## src/rtl/gcm_pkg.sv

```systemverilog
package gcm_pkg;

    localparam int PHASE_W = 2;

    typedef enum logic [1:0] {
        STEP_HOLD = 2'd0,
        STEP_UP   = 2'd1,
        STEP_DOWN = 2'd2
    } step_e;

endpackage

```

## src/rtl/gcm_sync.sv

```systemverilog
module gcm_sync #(
    parameter int W      = 8,
    parameter int STAGES = 2
) (
    input  logic         clk,
    input  logic         rst,
    input  logic [W-1:0] din,
    output logic [W-1:0] dout
);

    logic [STAGES-1:0][W-1:0] chain_d;
    logic [STAGES-1:0][W-1:0] chain_q;

    always_comb begin
        chain_d[0] = din;
        for (int i = 1; i < STAGES; i++) begin
            chain_d[i] = chain_q[i-1];
        end
    end

    always_ff @(posedge clk) begin
        if (rst) begin
            chain_q <= '0;
        end else begin
            chain_q <= chain_d;
        end
    end

    assign dout = chain_q[STAGES-1];

endmodule

```

## src/rtl/gcm_phase.sv

```systemverilog
module gcm_phase
    import gcm_pkg::*;
(
    input  logic               clk,
    input  logic               rst,
    input  logic               sin_i,
    input  logic               cos_i,
    output logic [PHASE_W-1:0] phase_o,
    output step_e              step_o,
    output logic               window_o
);

    typedef struct packed {
        logic [PHASE_W-1:0] prev;
    } state_t;

    state_t st_d;
    state_t st_q;
    logic [PHASE_W-1:0] cur;

    always_comb begin
        cur      = {cos_i, sin_i ^ cos_i};
        st_d     = st_q;
        st_d.prev = cur;
        step_o   = STEP_HOLD;
        if (st_q.prev == 2'd3 && cur == 2'd0) begin
            step_o = STEP_UP;
        end else if (st_q.prev == 2'd0 && cur == 2'd3) begin
            step_o = STEP_DOWN;
        end
        window_o = (cur == 2'd1) || (cur == 2'd2);
        phase_o  = cur;
    end

    always_ff @(posedge clk) begin
        if (rst) begin
            st_q <= '0;
        end else begin
            st_q <= st_d;
        end
    end

endmodule

```

## src/rtl/gcm_track.sv

```systemverilog
module gcm_track
    import gcm_pkg::*;
#(
    parameter int UPPER_W = 10
) (
    input  logic               clk,
    input  logic               rst,
    input  logic [UPPER_W-1:0] raw_upper_i,
    input  logic               window_i,
    input  step_e              step_i,
    output logic [UPPER_W-1:0] count_d_o
);

    typedef struct packed {
        logic [UPPER_W-1:0] count;
    } state_t;

    state_t st_d;
    state_t st_q;
    logic [UPPER_W-1:0] raw_bin;

    always_comb begin
        raw_bin[UPPER_W-1] = raw_upper_i[UPPER_W-1];
        for (int i = UPPER_W - 2; i >= 0; i--) begin
            raw_bin[i] = raw_bin[i+1] ^ raw_upper_i[i];
        end

        st_d = st_q;
        if (window_i) begin
            st_d.count = raw_bin;
        end else begin
            case (step_i)
                STEP_UP:   st_d.count = st_q.count + 1'b1;
                STEP_DOWN: st_d.count = st_q.count - 1'b1;
                default:   st_d.count = st_q.count;
            endcase
        end
        count_d_o = st_d.count;
    end

    always_ff @(posedge clk) begin
        if (rst) begin
            st_q <= '0;
        end else begin
            st_q <= st_d;
        end
    end

endmodule

```

## src/rtl/gray_track_merger.sv

```systemverilog
module gray_track_merger
    import gcm_pkg::*;
#(
    parameter int COARSE_W    = 11,
    parameter int FINE_W      = 4,
    parameter int SYNC_STAGES = 2
) (
    input  logic                         clk,
    input  logic                         rst,
    input  logic [COARSE_W-1:0]          coarse_i,
    input  logic                         sin_bit_i,
    input  logic                         cos_bit_i,
    input  logic [FINE_W-1:0]            fine_i,
    input  logic                         corr_en_i,
    output logic [COARSE_W+FINE_W:0]     word_o
);

    localparam int GRAY_W  = COARSE_W + 1;
    localparam int UPPER_W = GRAY_W - PHASE_W;
    localparam int WORD_W  = GRAY_W + FINE_W;
    localparam int SYNC_W  = COARSE_W + FINE_W + 3;

    logic [SYNC_W-1:0]   sync_in;
    logic [SYNC_W-1:0]   sync_out;
    logic [COARSE_W-1:0] coarse_s;
    logic [FINE_W-1:0]   fine_s;
    logic                sin_s;
    logic                cos_s;
    logic                corr_s;

    logic [PHASE_W-1:0]  phase;
    step_e               step;
    logic                window;
    logic [UPPER_W-1:0]  count_d;

    assign sync_in = {corr_en_i, cos_bit_i, sin_bit_i, coarse_i, fine_i};

    gcm_sync #(
        .W      (SYNC_W),
        .STAGES (SYNC_STAGES)
    ) u_sync (
        .clk  (clk),
        .rst  (rst),
        .din  (sync_in),
        .dout (sync_out)
    );

    assign fine_s   = sync_out[FINE_W-1:0];
    assign coarse_s = sync_out[FINE_W +: COARSE_W];
    assign sin_s    = sync_out[FINE_W + COARSE_W];
    assign cos_s    = sync_out[FINE_W + COARSE_W + 1];
    assign corr_s   = sync_out[FINE_W + COARSE_W + 2];

    gcm_phase u_phase (
        .clk      (clk),
        .rst      (rst),
        .sin_i    (sin_s),
        .cos_i    (cos_s),
        .phase_o  (phase),
        .step_o   (step),
        .window_o (window)
    );

    gcm_track #(
        .UPPER_W (UPPER_W)
    ) u_track (
        .clk         (clk),
        .rst         (rst),
        .raw_upper_i (coarse_s[COARSE_W-1:1]),
        .window_i    (window),
        .step_i      (step),
        .count_d_o   (count_d)
    );

    typedef struct packed {
        logic [WORD_W-1:0] word;
    } out_t;

    out_t               out_d;
    out_t               out_q;
    logic [GRAY_W-1:0]  pos_bin;
    logic [GRAY_W-1:0]  pos_gray;

    always_comb begin
        pos_bin  = {count_d, phase};
        pos_gray = pos_bin ^ (pos_bin >> 1);
        out_d    = out_q;
        if (corr_s) begin
            out_d.word = {pos_gray, fine_s};
        end else begin
            out_d.word = {coarse_s, sin_s, fine_s};
        end
    end

    always_ff @(posedge clk) begin
        if (rst) begin
            out_q <= '0;
        end else begin
            out_q <= out_d;
        end
    end

    assign word_o = out_q.word;

endmodule

```

## config.mk

```make
export PLATFORM = sky130hd
export DESIGN_NAME = gray_track_merger
export DESIGN_NICKNAME = d
export VERILOG_FILES = /design/src/rtl/gcm_pkg.sv /design/src/rtl/gcm_sync.sv /design/src/rtl/gcm_phase.sv /design/src/rtl/gcm_track.sv /design/src/rtl/gray_track_merger.sv
export SDC_FILE = /design/constraint.sdc
export NUM_CORES = 1
export LEC_CHECK = 0
export BUFFER_PORTS_ARGS = -buffer_cell sky130_fd_sc_hd__buf_2
export CAP_MARGIN = 20
export CORE_ASPECT_RATIO = 0.75
export CORE_MARGIN = 2
export CORE_UTILIZATION = 50
export CTS_CLUSTER_SIZE = 12
export DETAILED_ROUTE_END_ITERATION = 8
export PLACE_DENSITY = 0.73
export SLEW_MARGIN = 40
export SYNTH_ARGS = -nofsm -noshare
export SYNTH_HDL_FRONTEND = slang
export SYNTH_SLANG_ARGS = --single-unit
```

## constraint.sdc

```tcl
create_clock -name clk -period 3.1 [get_ports clk]
set_input_delay 0.62 -clock clk [delete_from_list [all_inputs] [get_ports clk]]
set_output_delay 0.62 -clock clk [all_outputs]
set_load 0.05 [all_outputs]
```

==> summary.txt <==
status: completed
Finished Layout Cells: 400
largest net degree at the start of global routing: 36
minimum clock period: 3030 ps
Pre-antenna DRT Iters: 4
GRT overflow: 0
Comb pwr share: 0.178
Flop pwr share: 0.422
yosys warns: 0
peak supply drop: 0.000470 V
HP Class: flip-flop to flip-flop
total negative slack: 0 ps
Hold Fails Final Rpt: 0
DRT met1 WL: 2570 um
Die Height: 67.8 um
max incr delay on CP: 440 ps
Bufs on Longest Clock Path: 2
dpl cells: 382
Top FF cell, synth: dfxtp_1
initial drt markers: 120
Core Rows: 23
CP max stage cell: nor3b_4
vias in the first global route: 1866
#FFs+latches synth: 64
Most Frequent Cell on Critical Path: o31a_1
global-route wire length before repair: 8600 um
Antenna diodes: 0
initial antenna violation count: 0
DR top layer: met4
routed length on met2: 2460 um
internal reg-to-reg setup slack: 70 ps
critical-path maximum fanout: 8
clk sink count: 64
later-pin clock latency in the skew report: 340 ps
setup violators final: 0
Worst Path Class, Setup: flip-flop to flip-flop
DRC violations left: 0
instance area at placement: 3010 sq um
WL/cell: 13.4 um
P_sw: 0.568 mW
Num CTS Buffers: 9
critical path required time: 3330 ps
most common cell after layout, fill and taps aside: dfxtp_1
count of cell types in the netlist: 46
Int Pwr: 1.58 mW
CTS tree: yes
Core Region: 5300 sq um
post-synthesis cell count: 274
overall routed net length: 5370 um
PwrDens: 636 nW/um^2
CTS H-tree lvls: 3
Final #Nets: 351
metal3 WL: 298 um
most frequent cells in the layout: 62 x dfxtp_1, 43 x nor2b_1, 35 x buf_2
post-layout util: 0.637
sequential share of the synthesized area: 0.472
Switching Fraction: 0.265
Final Cycle Share: 0.976
num ports: 36
Fin Clk Skew: 8.04 ps
area grow syn2layout: 24.3%
asr flop ratio synth: 0
Slew Viols, Final: 0
Die Span X: 89.1 um
Synth Area per Inst: 9.90 sq um
crit path DAT: 3250 ps
leak pwr: 1.44 nW
via/cell ratio: 5.05
Clock power frac: 0.400
port bufs: 35
crit-path cells: inv_2 > ha_4 > nor3b_4 > ha_1 > a21o_1 > a21oi_2 > o21ai_1 > and4b_1 > o31a_1 > o31a_1 > a211o_1
Setup crit end kind: flip-flop
Final ANT Viol Nets: 0
Final HPWL DP: 3610 um
RSZ-0062 raised after global routing: yes
max-cap check violation count: 0
final weighted congestion in routability-driven placement: 0.911
initial core utilization: 0.512
Reg clk slew, reported paths: 70 ps
fin area: 3370 sq um
Mapped Nets: 305
total track usage: 0.192
share of post-route cells with drive strength above 1: 0.268
Root Buffer: clkbuf_8
number of synthesized flops with an enable pin: 0
mapped cell area: 2710 sq um
Worst setup SP type: flip-flop
Tightest Pin Transition: 623 ps
DIE AREA: 6040 sq um
total number of vias: 2018
Max transition margin: 0.584
fmax: 331 MHz
-- timing repair --
action,4_1_cts,5_1_grt
setup buffers,0,2
pin swaps,0,7
resized for setup,1,18
endpoints found under the setup margin,1,4
hold buffers,0,0
-- power groups by stage --
stage	logic [mW]	clock network, mW	registers (mW)
after detailed placement	0.356	0	0.917
after global routing	0.420	0.896	0.909
final	0.382	0.858	0.905
after global placement	0.351	0	0.916
after floorplan	0.238	0	0.944
after CTS	0.362	0.871	0.900
-- worst paths after layout --
check,from,endpoint,cells after the start
setup reg to reg,u_sync.dout[15],word_o[14],11
hold / removal,u_sync.chain_d[23],u_sync.dout[5],1
hold reg to reg,u_sync.chain_d[23],u_sync.dout[5],1
setup / recovery,u_sync.dout[15],word_o[14],11
-- flip-flops by register name, summed over array words and instances, names as in the netlist --
| signal | count |
|---|---|
| u_phase.st_q | 2 |
| u_sync.chain_d | 18 |
| u_sync.dout | 18 |
| u_track.st_q | 10 |
| word_o | 16 |
-- through the flow --
stage | hold slack (ps) | setup slack [ps] | total power, mW
floorplan | 414 | 86.5 | 1.18
global placement | 417 | 100 | 1.27
detailed placement | 422 | -15.6 | 1.27
CTS | 431 | 63.4 | 2.13
global route | 439 | -67.0 | 2.23
finish | 433 | 74.5 | 2.14
-- cell families after synthesis --
family	Yosys count	synth area share
XOR/XNOR	24	0.101
buffers and inverters	18	0.0300
AND/OR/NAND/NOR	108	0.221
flip-flops	64	0.472
multiplexers	3	0.0111
AO/OA/AOI/OAI	46	0.110
adder cells (fa/ha/maj)	11	0.0535
-- synthesized netlist by cell type (2+ instances only) --
library cell / n / area [sq um]
ha_1: 10 / 125
nand2b_1: 11 / 68.8
xnor3_2: 2 / 47.6
nor2b_1: 43 / 269
nor3b_1: 4 / 30.0
a31oi_1: 4 / 25.0
o311ai_0: 2 / 17.5
xnor2_1: 14 / 123
a21o_1: 2 / 15.0
clkbuf_1: 8 / 30.0
a211oi_1: 2 / 15.0
buf_2: 2 / 10.0
xor2_1: 6 / 52.6
o22ai_1: 6 / 37.5
mux2i_1: 3 / 30.0
nand3_1: 3 / 15.0
o21ai_1: 2 / 10.0
nor3_1: 4 / 20.0
o21ai_0: 9 / 45.0
buf_4: 2 / 15.0
nor2_1: 23 / 86.3
and3_1: 3 / 18.8
o31a_1: 2 / 17.5
a21oi_1: 9 / 45.0
nand2_1: 11 / 41.3
dfxtp_1: 64 / 1280
inv_1: 4 / 15.0
-- per-layer routing --
layer	GRT usage	vias up
met1	0.260	936
met3	0.0538	7
met5	0	-
met2	0.288	61
met4	0.0821	0
li1	-	1014
-- worst max-delay path, delay by kind of cell (launching register included) --
| family | cells | cell delay, ps |
|---|---|---|
| compound gates | 6 | 1380 |
| simple gates | 2 | 690 |
| fa+ha+maj | 2 | 440 |
| flops | 1 | 330 |
| buf+inv | 1 | 70 |
-- layout make-up --
class / instances / area [sq um]
Timing Repair Buffer: 49 / 288
Sequential cell: 64 / 1280
Fill cell: 447 / 1920
Clock buffer: 9 / 124
Multi-Input combinational cell: 192 / 1450
Clock inverter: 7 / 119
Inverter: 4 / 15.0
Tap cell: 75 / 93.8
Power figures use the tool's default switching activity.
